`config.mk`:
```
export PLATFORM = sky130hd
export DESIGN_NAME = pc_bank_unit
export DESIGN_NICKNAME = d
export VERILOG_FILES = /design/src/rtl/pcu_pkg.sv /design/src/rtl/pcu_ctrl.sv /design/src/rtl/pcu_datapath.sv /design/src/rtl/pc_bank_unit.sv
export SDC_FILE = /design/constraint.sdc
export NUM_CORES = 1
export LEC_CHECK = 0
export ABC_AREA = 1
export BUFFER_PORTS_ARGS = -buffer_cell sky130_fd_sc_hd__buf_2
export CAP_MARGIN = 20
export CORE_UTILIZATION = 45
export CTS_BUF_LIST = sky130_fd_sc_hd__clkbuf_4 sky130_fd_sc_hd__clkbuf_8 sky130_fd_sc_hd__clkbuf_16
export DETAILED_ROUTE_END_ITERATION = 12
export SLEW_MARGIN = 0
export SYNTH_ARGS = -nofsm -noshare
export SYNTH_HDL_FRONTEND = slang
export SYNTH_SLANG_ARGS = --single-unit
```
`constraint.sdc`:
```
create_clock -name clk -period 5.7 [get_ports clk]
set_input_delay 1.14 -clock clk [delete_from_list [all_inputs] [get_ports clk]]
set_output_delay 1.14 -clock clk [all_outputs]
set_load 0.1 [all_outputs]
```
`src/rtl/pcu_pkg.sv`:
```
package pcu_pkg;
  // one-cycle action strobes from control to datapath; at most one action per cycle
  typedef struct packed {
    logic inc;   // step to next sequential address
    logic jump;  // load {bank, offset} (jump or call)
    logic irq;   // load interrupt vector in bank 0
    logic push;  // save next sequential address on the stack
    logic pop;   // restore address from the stack
  } pcStrobe_t;
endpackage

```
`src/rtl/pcu_ctrl.sv`:
```
module pcu_ctrl
  import pcu_pkg::*;
#(
  parameter int DEPTH = 8,
  localparam int PTR_W = (DEPTH > 1) ? $clog2(DEPTH) : 1,
  localparam int CNT_W = $clog2(DEPTH + 1)
) (
  input  logic             clk,
  input  logic             rstN,
  input  logic             incEn,
  input  logic             jmpEn,
  input  logic             callEn,
  input  logic             irqEn,
  input  logic             retEn,
  output pcStrobe_t        strb,
  output logic [PTR_W-1:0] wrIdx,
  output logic [PTR_W-1:0] rdIdx,
  output logic             stkOvf,
  output logic             stkUnd
);
  logic [PTR_W-1:0] top;
  logic [CNT_W-1:0] cnt;
  logic             stkEmpty;
  logic             stkFull;
  logic             undEvt;

  assign stkEmpty = (cnt == '0);
  assign stkFull  = (cnt == CNT_W'(DEPTH));
  assign wrIdx    = top;
  assign rdIdx    = (top == '0) ? PTR_W'(DEPTH - 1) : top - 1'b1;

  // fixed priority: interrupt > call > jump > return > increment
  always_comb begin
    strb   = '0;
    undEvt = 1'b0;
    if (irqEn) begin
      strb.irq  = 1'b1;
      strb.push = 1'b1;
    end else if (callEn) begin
      strb.jump = 1'b1;
      strb.push = 1'b1;
    end else if (jmpEn) begin
      strb.jump = 1'b1;
    end else if (retEn) begin
      if (stkEmpty) undEvt = 1'b1;
      else          strb.pop = 1'b1;
    end else if (incEn) begin
      strb.inc = 1'b1;
    end
  end

  always_ff @(posedge clk or negedge rstN) begin
    if (!rstN) begin
      top    <= '0;
      cnt    <= '0;
      stkOvf <= 1'b0;
      stkUnd <= 1'b0;
    end else begin
      if (strb.push) begin
        top <= (top == PTR_W'(DEPTH - 1)) ? '0 : top + 1'b1;
        if (stkFull) stkOvf <= 1'b1;
        else         cnt    <= cnt + 1'b1;
      end else if (strb.pop) begin
        top <= rdIdx;
        cnt <= cnt - 1'b1;
      end
      if (undEvt) stkUnd <= 1'b1;
    end
  end


  cnt_bound_chk: assert property (@(posedge clk) disable iff (!rstN)
    cnt <= CNT_W'(DEPTH));

  ovf_sticky_chk: assert property (@(posedge clk) disable iff (!rstN)
    stkOvf |=> stkOvf);

  und_sticky_chk: assert property (@(posedge clk) disable iff (!rstN)
    stkUnd |=> stkUnd);

  pop_nonempty_chk: assert property (@(posedge clk) disable iff (!rstN)
    strb.pop |-> !stkEmpty);

  one_action_chk: assert property (@(posedge clk) disable iff (!rstN)
    $onehot0({strb.inc, strb.jump, strb.irq, strb.pop}));
endmodule

```
`src/rtl/pcu_datapath.sv`:
```
module pcu_datapath
  import pcu_pkg::*;
#(
  parameter int PC_W  = 15,
  parameter int OFF_W = 13,
  parameter int DEPTH = 8,
  parameter logic [OFF_W-1:0] IRQ_VEC = 'h4,
  localparam int PTR_W  = (DEPTH > 1) ? $clog2(DEPTH) : 1,
  localparam int BANK_W = PC_W - OFF_W
) (
  input  logic              clk,
  input  logic              rstN,
  input  pcStrobe_t         strb,
  input  logic [PTR_W-1:0]  wrIdx,
  input  logic [PTR_W-1:0]  rdIdx,
  input  logic              bankWrEn,
  input  logic [BANK_W-1:0] bankWrData,
  input  logic [OFF_W-1:0]  tgtOffset,
  output logic [PC_W-1:0]   pcAddr
);
  localparam logic [PC_W-1:0] IRQ_ADDR = {BANK_W'(0), IRQ_VEC};

  logic [PC_W-1:0]   pc;
  logic [PC_W-1:0]   pcSeq;
  logic [BANK_W-1:0] bank;
  logic [PC_W-1:0]   stk [DEPTH];

  assign pcSeq  = pc + 1'b1;
  assign pcAddr = pc;

  always_ff @(posedge clk or negedge rstN) begin
    if (!rstN) bank <= '0;
    else if (bankWrEn) bank <= bankWrData;
  end

  always_ff @(posedge clk or negedge rstN) begin
    if (!rstN)          pc <= '0;
    else if (strb.irq)  pc <= IRQ_ADDR;
    else if (strb.jump) pc <= {bank, tgtOffset};
    else if (strb.pop)  pc <= stk[rdIdx];
    else if (strb.inc)  pc <= pcSeq;
  end

  always_ff @(posedge clk) begin
    if (strb.push) stk[wrIdx] <= pcSeq;
  end


  inc_step_chk: assert property (@(posedge clk) disable iff (!rstN)
    strb.inc |=> pc == PC_W'($past(pc) + 1'b1));

  irq_vec_chk: assert property (@(posedge clk) disable iff (!rstN)
    strb.irq |=> pc == IRQ_ADDR);

  jump_bank_chk: assert property (@(posedge clk) disable iff (!rstN)
    strb.jump |=> pc[PC_W-1:OFF_W] == $past(bank));

  hold_chk: assert property (@(posedge clk) disable iff (!rstN)
    (strb == '0) |=> $stable(pc));
endmodule

```
`src/rtl/pc_bank_unit.sv`:
```
module pc_bank_unit
  import pcu_pkg::*;
#(
  parameter int PC_W  = 15,
  parameter int OFF_W = 13,
  parameter int DEPTH = 8,
  parameter logic [OFF_W-1:0] IRQ_VEC = 'h4,
  localparam int PTR_W  = (DEPTH > 1) ? $clog2(DEPTH) : 1,
  localparam int BANK_W = PC_W - OFF_W
) (
  input  logic              clk,
  input  logic              rstN,
  input  logic              incEn,
  input  logic              jmpEn,
  input  logic              callEn,
  input  logic              irqEn,
  input  logic              retEn,
  input  logic              bankWrEn,
  input  logic [BANK_W-1:0] bankWrData,
  input  logic [OFF_W-1:0]  tgtOffset,
  output logic [PC_W-1:0]   pcAddr,
  output logic              stkOvf,
  output logic              stkUnd
);
  pcStrobe_t        strb;
  logic [PTR_W-1:0] wrIdx;
  logic [PTR_W-1:0] rdIdx;

  pcu_ctrl #(.DEPTH(DEPTH)) uCtrl (
    .clk(clk), .rstN(rstN), .incEn(incEn), .jmpEn(jmpEn), .callEn(callEn),
    .irqEn(irqEn), .retEn(retEn), .strb(strb), .wrIdx(wrIdx), .rdIdx(rdIdx),
    .stkOvf(stkOvf), .stkUnd(stkUnd)
  );

  pcu_datapath #(.PC_W(PC_W), .OFF_W(OFF_W), .DEPTH(DEPTH), .IRQ_VEC(IRQ_VEC)) uDp (
    .clk(clk), .rstN(rstN), .strb(strb), .wrIdx(wrIdx), .rdIdx(rdIdx),
    .bankWrEn(bankWrEn), .bankWrData(bankWrData), .tgtOffset(tgtOffset),
    .pcAddr(pcAddr)
  );
endmodule

```
==> results of run 1 <==
==> kinds of logic after synthesis <==
group           Yosys count  synth area share, %
compound gates           43                 3.91
xor+xnor                  9                 1.11
buf+inv                 152                 8.95
flops                   146                 60.1
fa+ha+maj                 8                 1.52
simple gates            382                 24.4
==> sequential cells by signal, summed over array words and instances, names as in the netlist <==
signal and cells:
uDp.pcAddr 15, uCtrl.stkOvf 1, uDp.stk 120, uCtrl.cnt 4, uCtrl.wrIdx 3, uCtrl.stkUnd 1
uDp.bank 2
==> metrics by stage <==
stage                     total power (uW)  util (%)  instance area (um2)
after global routing                  4470      52.9                 8070
final                                 4220      52.9                 8070
after global placement                3040      48.8                 7440
after floorplan                       2650         -                 7080
after detailed placement              3100      48.9                 7460
after CTS                             4240      52.9                 8070
==> final timing paths <==
check | endpoint | cells past startpoint | startpoint
worst min register to register | uCtrl.stkOvf | 2 | uCtrl.stkOvf
min in group asynchronous | uDp.bank[0] | 1 | rstN
max in group asynchronous | uCtrl.stkOvf | 1 | rstN
worst min-delay path | uCtrl.stkOvf | 2 | uCtrl.stkOvf
worst max-delay path | uDp.pcAddr[10] | 13 | uCtrl.wrIdx[0]
worst max register to register | uDp.pcAddr[10] | 13 | uCtrl.wrIdx[0]
==> report_power, final <==
part / switching (uW) / internal, uW
Sequential: 100 / 1410
Clock: 417 / 723
Combinational: 1120 / 446
==> layout by cell type (no fill, tap or decap), drive strengths merged, types with 2 or more instances in the layout <==
cell	n
bufinv	3
buf	50
a21oi	25
ha	7
xnor2	4
clkbuf	22
o21ai	12
clkinv	6
inv	121
xor2	5
edfxtp	120
nor2	25
nand2	203
o21bai	3
dfrtp	26
o211ai	2
and2	5
nand3	140
nand4	6
clkinvlp	2
==> critical path, stage by stage, from the launching register on <==
cell and delay, ns:
dfrtp_1 0.85, inv_2 0.15, ha_1 0.24, ha_1 0.22
inv_1 0.47, nand2_2 0.43, buf_12 0.32, nand2_1 0.09
nand3_1 0.07, nand3_1 0.12, nand3_1 0.16, nand3_1 0.13
nand2_1 0.07, nand2_1 0.05
==> routing by layer <==
layer	share of wire (%)	GRT usage, %	routed length (um)
met5	0	0	0
met4	2.1	9.10	352
met3	6.4	5.70	1070
met2	48	36.7	7980
met1	44	28.6	7340
==> layout make-up <==
class,count,share of cell area [%]
Timing Repair Buffer,50,3.60
Multi-Input combinational cell,442,27.1
Inverter,122,5.74
Tap cell,211,3.27
Sequential cell,146,52.7
Clock buffer,22,5.89
Clock inverter,10,1.66
==> results by group, run 1 <==
Timing
  – Fmax: roughly 290 MHz
  – Worst setup margin: around 2.2 ns
  – Final setup fails: 0
  – Pins Over Slew Limit: 0
  – Final hold violations: 0
  – Final min period: approximately 3.5 ns
  – Crit share post-route: between 60 and 70%
  – Max-slew headroom: between 30 and 40%
  – Worst-margin pin slew: between 0.9 and 1 ns
  – Clk_skew: ~0.0075 ns
  – RSZ-0062 raised after global routing: no
  – Setup Total Neg Slack: 0 ns
  – WHS: around 0.46 ns

Routing
  – Pre-Repair DR Iteration Count: 5
  – DRC Markers: 0
  – Via-per-instance ratio: just over 5
  – ANT nets after route: 0
  – WL/cell: ~17 um
  – Via count: around 5,100
  – DR iter-0 viols: 441
  – Routed WL: 16.8 mm

Synthesis
  – Avg Inst Size Synth: between 9 and 10 um2
  – Area leader, netlist: edfxtp_1
  – Yosys warning count: 0
  – Synth Flop Type: edfxtp_1
  – Most common cell in the synthesized netlist: nand2_1
  – Yosys reg bits: approximately 150
  – Yosys cell types: 37
  – Seq/Total Area, Yosys: between 60% and 70%
  – Most frequent cells after synthesis: 199 x nand2_1, 138 x nand3_1, 120 x edfxtp_1
  – Syn Nets: 771
  – Yosys top cell area share: roughly half
  – EDFF count, synth: 120
  – Post-synthesis instance area: slightly above 7000 um2
  – Synth area leaders: edfxtp_1 51%, nand2_1 11%, nand3_1 9.8%, dfrtp_1 9.2%, inv_1 6.2%
  – Ys async rst share: approximately 18%
  – Cells after Synth: 740

Critical path
  – Worst path arrival time: around 3.8 ns
  – Reg2reg setup slack: 2.24 ns
  – CP Launch Type: flop
  – WS Path Type: reg -> reg
  – Critical Path RT: about 6.1 ns
  – Crit path max fanout: between 40 and 50
  – CP endpoint kind: flop

Outcome
  – Status: completed

Pwr
  – Leak: roughly 0.0036 uW
  – VDD IR max: about 0.28 mV
  – PD cells: 522 nW/um2

Flow run
  – Max_cap viols: 0

CTS
  – Clk slew on worst S/H paths: roughly 0.06 ns
  – Root Driver: clkbuf_16
  – Cts bufs inserted: 17
  – Post-CTS sizing: 0
  – Htree depth: 4
  – Clock insertion delay at the later pin of the skew report: just over 0.4 ns
  – Clk sink count: 146
  – Clock Path Buffers: 2
  – # hold bufs at CTS: 0
  – Post-CTS setup repair buffer count: 0
  – CTS tree: built

Finish
  – Ant. Diodes: 0
  – Layout cells sized above 1: roughly 14%
  – Area Overhead vs Synth: 14.1%
  – Fillcell total: around 1,400
  – Multi-input logic area: between 2000 and 2500 um2
  – Nets: ~800
  – Reg area: around 4300 um2
  – Cell Count, Final, Fillers Out: roughly 1,000

Hold path
  – Hold Crit Class: reg -> reg

Global route
  – Vias in the first global route: 5,139
  – First-pass GRT wire length: 27.1 mm
  – Initial antenna violation count: 0
  – Largest net degree at the start of global routing: 46
  – Grt total ovfl: 0
  – All-Layer GR Usage: 22.4%

Floorplanning
  – Die Area: 16,200 um2
  – Die X: 127 um
  – Die H: 127 um
  – Initial Util: 46.4%
  – Placeable Area: 15,300 um2
  – Core Rows: 45
  – # IOs: 40

Place
  – Placed insts: 971
  – Final GP Congestion: roughly 0.84
  – DP Worst Slack: 2.28 ns
  – # port buffers: 39
  – Dpl hpwl: ~11 mm
Note: power is estimated with default switching activity, not from simulation.
==> run 2, diff against run 1 <==
- ABC_AREA: 1 -> 0
- clock period: 5.7 -> 2.9 ns (I/O delays scaled with it)
==> results by group, run 2 <==
Pwr
  – Power share of the combinational group: 35.6% (-1.5 points)
  – Switching share of power: 33.0% (-5.8 points)
  – Cell-internal power: 5350 uW (+110%)
  – Sw power: 2640 uW (+61%)
  – Sequential share of power: 37.6% (+1.8 points)
  – PD cells: 1060 nW/um2 (+100%)
  – Clock power frac: 26.7% (-0.3 points)
  – VDD IR max: 0.506 mV (+78%)
  – Leak: 0.00281 uW (-21%)

Outcome
  – Status: completed

Critical path
  – CP endpoint kind: flop
  – WS Path Type: reg -> reg
  – Crit path to: uDp.pcAddr[2]
  – R2R Path Start: uCtrl.wrIdx[2]
  – Worst Reg-to-Reg Cells: 8 (-5)
  – CP Launch Type: flop
  – Slowest cell on the critical path: mux4_1
  – Reg2reg setup slack: 0.33 ns (-1.91 ns)
  – RR Endpoint: uDp.pcAddr[2]
  – Crit-path cells: inv_1 -> ha_1 -> nor2b_4 -> buf_12 -> mux4_1 -> mux2_2 -> a211oi_1 -> a21oi_1
  – Crit path max fanout: 30 (-33%)
  – Crit path largest cell delay: 0.59 ns (-0.26 ns)
  – Worst Setup SP: uCtrl.wrIdx[2]
  – Critical Path RT: 3.20 ns (-2.85 ns)
  – Worst path arrival time: 2.87 ns (-0.94 ns)

Floorplanning
  – # IOs: 40 (unchanged)
  – Initial Util: 45.9% (-0.43 points)
  – Die Area: 14,600 um2 (-10%)
  – Die X: 121 um (-5.2%)
  – Placeable Area: 13,800 um2 (-9.4%)
  – Die H: 121 um (-5.2%)
  – Core Rows: 43 (-4.4%)

Routing
  – Pre-Repair DR Iteration Count: 5 (unchanged)
  – WL/cell: 22.6 um (+35%)
  – DR iter-0 viols: 234 (-47%)
  – Routed WL: 14.7 mm (-12%)
  – ANT nets after route: 0 (unchanged)
  – Via count: 3,790 (-26%)
  – Via-per-instance ratio: 5.83 (+14%)
  – DRC Markers: 0 (unchanged)

CTS
  – # hold bufs at CTS: 0 (unchanged)
  – Post-CTS sizing: 0 (unchanged)
  – Htree depth: 4 (unchanged)
  – Clock Path Buffers: 2 (unchanged)
  – Clk slew on worst S/H paths: 0.06 ns (about the same)
  – Cts bufs inserted: 17 (unchanged)
  – Root Driver: clkbuf_16
  – CTS tree: built
  – Post-CTS setup repair buffer count: 0 (unchanged)
  – Clock insertion delay at the later pin of the skew report: 0.42 ns (about the same)
  – Clk sink count: 146 (unchanged)

Timing
  – Fmax: 390 MHz (+35%)
  – Final min period: 2.57 ns (-0.893 ns)
  – RSZ-0062 raised after global routing: no
  – Max-slew headroom: 50.3% (+16 points)
  – Final setup fails: 0 (unchanged)
  – Worst-margin pin slew: 0.740 ns (-0.242 ns)
  – Worst setup margin: 0.334 ns (-1.91 ns)
  – Clk_skew: 0.0114 ns (+0.00392 ns)
  – WHS: 0.206 ns (-0.255 ns)
  – Pins Over Slew Limit: 0 (unchanged)
  – Final hold violations: 0 (unchanged)
  – Crit share post-route: 88.5% (+28 points)

Synthesis
  – Most frequent cells after synthesis: 120 x edfxtp_1, 26 x dfrtp_1, 25 x mux4_2, 25 x nand2_1, 20 x a21oi_1
  – Cells after Synth: 392 (-47%)
  – EDFF count, synth: 120 (unchanged)
  – Synth area leaders: edfxtp_1 57%, dfrtp_1 10%, mux4_2 8.9%, mux4_1 2.1%, mux2i_1 2.0%
  – Synth Flop Type: edfxtp_1
  – Simple-gate share of the synthesized area: 6.52% (-18 points)
  – Syn Nets: 423 (-45%)
  – Mux share of post-synthesis cell area: 13.7% (+14 points)
  – Avg Inst Size Synth: 16.2 um2 (+69%)
  – Ys async rst share: 17.8% (unchanged)
  – Synth Area in Adders: 1.69% (+0.17 points)
  – Most common cell in the synthesized netlist: edfxtp_1
  – Largest family of logic cells by synthesized area: multiplexers
  – Seq/Total Area, Yosys: 67.0% (+6.8 points)
  – Area leader, netlist: edfxtp_1
  – Post-synthesis instance area: 6350 um2 (-10%)
  – Yosys top cell area share: 56.7% (+5.8 points)
  – Yosys reg bits: 146 (unchanged)
  – Compound-Gate Fraction of Synth Area: 6.70% (+2.8 points)
  – Yosys cell types: 42 (+14%)
  – Yosys warning count: 0 (unchanged)
  – XOR/XNOR Fraction of Synth Area: 2.21% (+1.1 points)

Place
  – Final GP Congestion: 0.797 (-5.3%)
  – DP Worst Slack: 0.342 ns (-1.94 ns)
  – # port buffers: 39 (unchanged)
  – Placed insts: 618 (-36%)
  – Dpl hpwl: 9.12 mm (-16%)
  – Cell area after placement: 6920 um2 (-7.3%)

Global route
  – First-pass GRT wire length: 22.5 mm (-17%)
  – Vias in the first global route: 3,750 (-27%)
  – All-Layer GR Usage: 21.9% (-0.51 points)
  – Largest net degree at the start of global routing: 31 (-33%)
  – Grt total ovfl: 0 (unchanged)
  – Initial antenna violation count: 0 (unchanged)

Finish
  – Fillcell total: 1,111 (-19%)
  – Nets: 488 (-40%)
  – Max reg flops: 120 (unchanged)
  – Commonest cells after routing, fill and taps aside: 120 x edfxtp_1, 39 x buf_2, 26 x dfrtp_1, 25 x nand2_1, 25 x mux4_2
  – Ant. Diodes: 0 (unchanged)
  – Biggest register: uDp.stk
  – Most common cell after layout, fill and taps aside: edfxtp_1
  – Final Core Density: 54.3% (+1.4 points)
  – Layout cells sized above 1: 29.4% (+15 points)
  – Fin area: 7500 um2 (-7.0%)
  – Cell Count, Final, Fillers Out: 650 (-35%)
  – Area Overhead vs Synth: 18.1%

Flow run
  – Max_cap viols: 0 (unchanged)

Hold path
  – Hold Crit Class: in -> async
[run 2: layer usage]
| layer | GRT usage [%] | up-vias | routed length (um) |
|---|---|---|---|
| met5 | 0 | - | 0 |
| met4 | 8.56 | 0 | 240 |
| met3 | 4.39 | 19 | 817 |
| met2 | 33.9 | 132 | 6980 |
| met1 | 30.7 | 1964 | 6660 |
| li1 | - | 1675 | - |
[run 2: cell families (layout without fill, tap and decap cells)]
kind of cell,count (synthesis),in the layout
simple gates,84,84
fa+ha+maj,8,8
xor+xnor,16,16
compound gates,60,60
buf+inv,31,109
mux,47,47
flops,146,146
[run 2: area by class of cell]
cell class	instances	area, um2	share of cell area (%)
Tap cell	180	225	3.00
Inverter	13	48.8	0.650
Multi-Input combinational cell	215	2000	26.6
Clock inverter	9	77.6	1.03
Sequential cell	146	4250	56.7
Timing Repair Buffer	64	395	5.27
Clock buffer	23	507	6.75
[run 2: metrics by stage]
stage	setup TNS (ns)	total power (uW)
2_1_floorplan	-10.51	5080
3_3_place_gp	0	5840
3_5_place_dp	0	5920
4_1_cts	0	8050
5_1_grt	0	8350
6_report	0	7980
[run 2: how the worst min path moves through the flow]
| stage | slack (ns) | endpoint | cells after the start |
|---|---|---|---|
| after global routing | 0.25 | uDp.pcAddr[5] | 1 |
| final | 0.21 | uDp.pcAddr[4] | 1 |
| after floorplan | 0.28 | uCtrl.cnt[0] | 0 |
| after CTS | 0.22 | uDp.pcAddr[4] | 1 |
| after global placement | 0.45 | uCtrl.stkOvf | 1 |
| after detailed placement | 0.45 | uCtrl.stkOvf | 1 |
[run 2: power by group through the flow]
stage               logic [uW]  registers (uW)  clock network (uW)
floorplan                 1850            3230                   0
global placement          2820            3030                   0
detailed placement        2880            3050                   0
CTS                       2890            3010                2160
global route              3060            3040                2250
finish                    2840            3010                2140
[run 2: critical path: cells and delay by family (launching register included)]
| family | cells | cell delay, ns |
|---|---|---|
| AOI/OAI and AO/OA | 2 | 0.28 |
| adders and majority gates | 1 | 0.26 |
| buffers and inverters | 2 | 0.39 |
| DFF | 1 | 0.50 |
| muxes | 2 | 0.87 |
| and+or+nand+nor | 1 | 0.14 |
